$ cat src/rtl/can_acc_pkg.sv
package can_acc_pkg;
  localparam int ID_W    = 29;
  localparam int HI_W    = 16;
  localparam int LO_W    = 16;
  localparam int MHI_W   = 13;
  localparam int AME_BIT = 15;
  localparam int IDE_BIT = 14;
  localparam int RTR_BIT = 13;
  localparam int STD_W   = 11;

  typedef struct packed {
    logic [ID_W-1:0] id;
    logic            ide;
    logic            rtr;
  } frame_t;
endpackage

$ cat src/rtl/mbx_compare.sv
module mbx_compare
  import can_acc_pkg::*;
(
  input  frame_t            fr,
  input  logic [HI_W-1:0]   hi,
  input  logic [LO_W-1:0]   lo,
  input  logic [MHI_W-1:0]  mhi,
  input  logic [LO_W-1:0]   mlo,
  input  logic              en,
  input  logic              rx,
  output logic              hit
);
  localparam int PAD_W = MHI_W - STD_W;

  logic             ame;
  logic [MHI_W-1:0] f_hi;
  logic [MHI_W-1:0] care_hi;
  logic [LO_W-1:0]  care_lo;
  logic             id_ok;
  logic             fmt_ok;
  logic             rtr_ok;

  always_comb begin
    ame  = hi[AME_BIT];
    f_hi = fr.ide ? fr.id[ID_W-1:LO_W] : {fr.id[STD_W-1:0], {PAD_W{1'b0}}};
    care_hi = ame ? ~mhi : {MHI_W{1'b1}};
    if (!fr.ide) care_hi[PAD_W-1:0] = '0;
    care_lo = fr.ide ? (ame ? ~mlo : {LO_W{1'b1}}) : {LO_W{1'b0}};
    id_ok  = (((f_hi ^ hi[MHI_W-1:0]) & care_hi) == '0) &&
             (((fr.id[LO_W-1:0] ^ lo) & care_lo) == '0);
    fmt_ok = (hi[IDE_BIT] == fr.ide);
    rtr_ok = ame || (hi[RTR_BIT] == fr.rtr);
    hit    = en && rx && fmt_ok && rtr_ok && id_ok;
  end
endmodule

$ cat src/rtl/lowest_pick.sv
module lowest_pick #(
  parameter int W = 8
) (
  input  logic [W-1:0] req,
  output logic [W-1:0] grant
);
  logic [W:0] seen;
  assign seen[0] = 1'b0;

  for (genvar g = 0; g < W; g++) begin : g_chain
    assign grant[g]  = req[g] & ~seen[g];
    assign seen[g+1] = seen[g] | req[g];
  end
endmodule

$ cat src/rtl/can_accept_filter.sv
module can_accept_filter
  import can_acc_pkg::*;
#(
  parameter int NUM_MBX = 8
) (
  input  logic                     clk,
  input  logic                     rst_n,
  input  logic                     in_valid,
  output logic                     in_ready,
  input  logic [ID_W-1:0]          in_id,
  input  logic                     in_ide,
  input  logic                     in_rtr,
  input  logic [NUM_MBX*HI_W-1:0]  mb_hi,
  input  logic [NUM_MBX*LO_W-1:0]  mb_lo,
  input  logic [NUM_MBX*MHI_W-1:0] mb_mask_hi,
  input  logic [NUM_MBX*LO_W-1:0]  mb_mask_lo,
  input  logic [NUM_MBX-1:0]       mb_enable,
  input  logic [NUM_MBX-1:0]       mb_rx,
  output logic                     out_valid,
  input  logic                     out_ready,
  output logic [NUM_MBX-1:0]       out_match,
  output logic [NUM_MBX-1:0]       out_sel
);
  frame_t             fr;
  logic [NUM_MBX-1:0] hits;
  logic [NUM_MBX-1:0] first;
  logic               take;

  assign fr       = '{id: in_id, ide: in_ide, rtr: in_rtr};
  assign in_ready = !out_valid || out_ready;
  assign take     = in_valid && in_ready;

  for (genvar m = 0; m < NUM_MBX; m++) begin : g_mbx
    mbx_compare u_cmp (
      .fr  (fr),
      .hi  (mb_hi[m*HI_W +: HI_W]),
      .lo  (mb_lo[m*LO_W +: LO_W]),
      .mhi (mb_mask_hi[m*MHI_W +: MHI_W]),
      .mlo (mb_mask_lo[m*LO_W +: LO_W]),
      .en  (mb_enable[m]),
      .rx  (mb_rx[m]),
      .hit (hits[m])
    );
  end

  lowest_pick #(.W(NUM_MBX)) u_pick (
    .req   (hits),
    .grant (first)
  );

  always_ff @(posedge clk) begin
    if (!rst_n) begin
      out_valid <= 1'b0;
      out_match <= '0;
      out_sel   <= '0;
    end else if (take) begin
      out_valid <= 1'b1;
      out_match <= hits;
      out_sel   <= first;
    end else if (out_ready) begin
      out_valid <= 1'b0;
    end
  end
endmodule

$ cat config.mk
export PLATFORM = sky130hd
export DESIGN_NAME = can_accept_filter
export DESIGN_NICKNAME = d
export VERILOG_FILES = /design/src/rtl/can_acc_pkg.sv /design/src/rtl/mbx_compare.sv /design/src/rtl/lowest_pick.sv /design/src/rtl/can_accept_filter.sv
export SDC_FILE = /design/constraint.sdc
export NUM_CORES = 1
export LEC_CHECK = 0
export BUFFER_PORTS_ARGS = -buffer_cell sky130_fd_sc_hd__buf_2
export CELL_PAD_IN_SITES_DETAIL_PLACEMENT = 0
export CELL_PAD_IN_SITES_GLOBAL_PLACEMENT = 1
export CORE_AREA = 3 3 217 219
export CTS_BUF_LIST = sky130_fd_sc_hd__clkbuf_2
export DETAILED_ROUTE_END_ITERATION = 16
export DIE_AREA = 0 0 220 222
export HOLD_SLACK_MARGIN = 0.06
export PLACE_DENSITY = 0.45
export SLEW_MARGIN = 20
export SYNTH_ARGS = -nofsm -noshare
export SYNTH_HDL_FRONTEND = slang
export SYNTH_SLANG_ARGS = --single-unit
$ cat constraint.sdc
create_clock -name clk -period 6.95 [get_ports clk]
set_clock_uncertainty 0.2 [all_clocks]
set_input_delay 1.7375 -clock clk [delete_from_list [all_inputs] [get_ports clk]]
set_output_delay 1.7375 -clock clk [all_outputs]
set_load 0.1 [all_outputs]
==> results.py <==
metrics = {
    "cts": {
        "cts-root-buf": "clkbuf_2",
        "hold_buffers": 0,
        "clock_sinks": 16,
        "clk_latency_ns": 0.31,
        "cts_tree": "yes",
        "post_cts_buffers": 0,
        "clkTransAtPathRegs_ns": 0.20,
        "htreeDepth": 1,
        "ctsResizeCount": 0,
        "clk_path_buf_depth": 2,
        "numCtsBuffers": 3,
    },
    "grt": {
        "grt_pass1_wl_um": 63100,
        "antenna_found_initial": 11,
        "track_usage_pct": 18.1,
        "grt_pass1_vias": 8837,
        "grt-ovfl-total": 0,
        "grt_max_degree": 25,
    },
    "worst_setup_path": {
        "crit_type": "in -> reg",
        "required_ns": 7.04,
        "worstSetupStartpointType": "primary input",
        "r2r-start": "out_valid",
        "critical_path.startpoint": "in_ide",
        "crit_fanout": 24,
        "critPathArrivalTime_ns": 5.61,
        "rrSetupSlack_ns": 4.44,
        "endpoint": "out_sel[7]",
        "end_kind": "flip-flop",
        "timing.rr.end": "out_sel[7]",
        "rr_worst_depth": 8,
    },
    "placed_design": {
        "hpwl_um": 41400,
        "io_buffers": 556,
        "place_area_um2": 8750,
        "dp.cells": 1909,
        "gp_congestion": 0.875,
    },
    "yosys": {
        "yosys_most_used_dff": "dfxtp_1",
        "synth_compound_area_share_pct": 30.6,
        "synth.area.top_cells": "xor2_1 18%, xnor2_1 15%, a21oi_1 11%, nand2_1 6.8%, dfxtp_1 6.0%",
        "synth_fa_ha_area_share_pct": 0,
        "synthArstFlopShare_pct": 0,
        "synth.avg_cell_area_um2": 6.78,
        "synthXorXnorAreaFrac_pct": 33.5,
        "syn_nets": 1328,
        "synth-simple-area-share_pct": 21.1,
        "synth_top_family_by_area": "XOR/XNOR gates",
        "netlist_area_um2": 5350,
        "synth_edf_count": 0,
        "seq_area_frac_synth_pct": 5.98,
        "syn-instance-count": 789,
        "synth_cell_type_count": 54,
        "synth_mux_area_share_pct": 4.58,
        "yosys_register_bits": 16,
        "yosysWarnings": 0,
        "synth_top_area_share_pct": 18.3,
        "yosys.area.top_type": "xor2_1",
    },
    "die": {
        "initial_core_util_pct": 11.8,
        "die_h_um": 222,
        "ioPinCount": 557,
        "rows": 78,
        "die_width_um": 220,
        "fp.coreArea_um2": 45300,
        "die-area_um2": 48800,
    },
    "routing": {
        "post_drt_wl_per_cell_um": 24.5,
        "route.final.wire_length_um": 47000,
        "post-route-drc-count": 0,
        "drt_first_pass_iters": 5,
        "via_count": 8211,
        "ant_nets": 0,
        "drtIter0Drc": 411,
        "avgViaCountPerCell": 4.28,
    },
    "sta": {
        "drv_slew": 0,
        "worst_pin_slew_ns": 0.931,
        "setup_viol": 0,
        "fin_crit_ns": 5.51,
        "hold_violations": 0,
        "rsz0062_at_grt": "no",
        "maxSlewHeadroom_pct": 37.3,
        "tns_ns": 0,
        "timing.fmax_mhz": 181,
        "period_share_pct": 79.3,
    },
    "cells_and_area": {
        "layout.cells.non_filler": 1918,
        "layout_common_cells": "555 x buf_2, 118 x a21oi_1, 112 x xor2_1, 97 x nand2_1, 91 x xnor2_1",
        "area_delta_synth_final_pct": 64.1,
        "nets": 1853,
        "drive_gt1_share_pct": 44.2,
        "layout_commonest_cell": "buf_2",
        "final_cell_area_um2": 8780,
    },
    "pwr": {
        "ir_worst_vdd_mv": 0.0441,
        "cellPowerDensity_nw_per_um2": 81.9,
        "p_leak_uw": 0.00402,
    },
    "outcome": {
        "outcome": "finished, final reports clean",
    },
    "hold_path": {
        "min_path_type": "reg -> reg",
    },
    "flow_run": {
        "cap_violations": 0,
    },
}
[Yosys cell counts, drive strengths merged (4+ instances only)]
library cell  number
nand3              9
xnor2             92
nor3              12
o21ai             39
buf               19
a21boi             6
xor2             112
o22ai             33
a21oi            118
nand4             22
o2111ai           10
nor4              14
a22o               4
clkbuf            24
a22oi             17
nor2              47
o41ai              5
a32o               4
o221ai             4
dfxtp             16
a221oi             6
nor2b              6
o2111a             4
mux2i             16
inv                9
nand2             97
or4               17
[through the flow]
stage	util [%]	hold WS, ns	setup slack (ns)	total power (uW)
detailed placement	19.3	0.249	1.03	676
finish	19.4	0.269	1.44	719
global placement	19.3	0.243	1.20	680
floorplan	-	0.683	2.48	372
CTS	19.4	0.271	1.35	725
global route	19.4	0.291	1.25	779
[cell families (layout without fill, tap and decap cells)]
family | count (synthesis) | count (layout)
muxes | 16 | 16
xor gates and xnor gates | 204 | 204
DFF | 16 | 16
and+or+nand+nor | 236 | 236
buffers and inverters | 52 | 576
AOI/OAI and AO/OA | 265 | 265
other | 0 | 5
[where the power goes]
group	internal (uW)	switching [uW]
registers	92.3	0.208
logic	252	325
clock network	12.5	36.7
total	357	362
[layout make-up]
type,instances,area [um2]
timing repair buffer,563,2840
sequential,16,320
clock inverter,1,3.75
multi-input combinational,721,4810
antenna,5,12.5
tap,600,751
clock buffer,3,15.0
inverter,9,33.8
fill,5344,36500
[routing by layer]
metal,vias up,part of all wire [%],global-route usage [%]
met3,59,7.6,3.96
met5,-,0.11,0
met1,3788,39,20.9
met4,8,2.3,3.99
li1,3950,-,-
met2,406,50,33.8
[worst min path at each step]
| stage | from | to | cells after the start |
|---|---|---|---|
| 3_3_place_gp | out_match[5] | out_match[5] | 2 |
| 6_report | out_match[5] | out_match[5] | 2 |
| 2_1_floorplan | out_sel[2] | out_sel[2] | 2 |
| 4_1_cts | out_match[3] | out_match[3] | 2 |
| 5_1_grt | out_match[7] | out_match[7] | 2 |
| 3_5_place_dp | out_match[3] | out_match[3] | 2 |
[registers in the layout, indices dropped and copies added (netlist names)]
register,cells
out_match,8
out_sel,7
out_valid,1
[critical path, stage by stage]
cell and delay [ns]:
buf_4 0.49, buf_4 0.35, nand2_1 0.39, xor2_1 0.40, o22ai_1 0.12, or4b_2 0.73
o41ai_1 0.64, o2111ai_1 0.37, nor2b_1 0.20, a32o_1 0.14
Power figures use the tool's default switching activity.
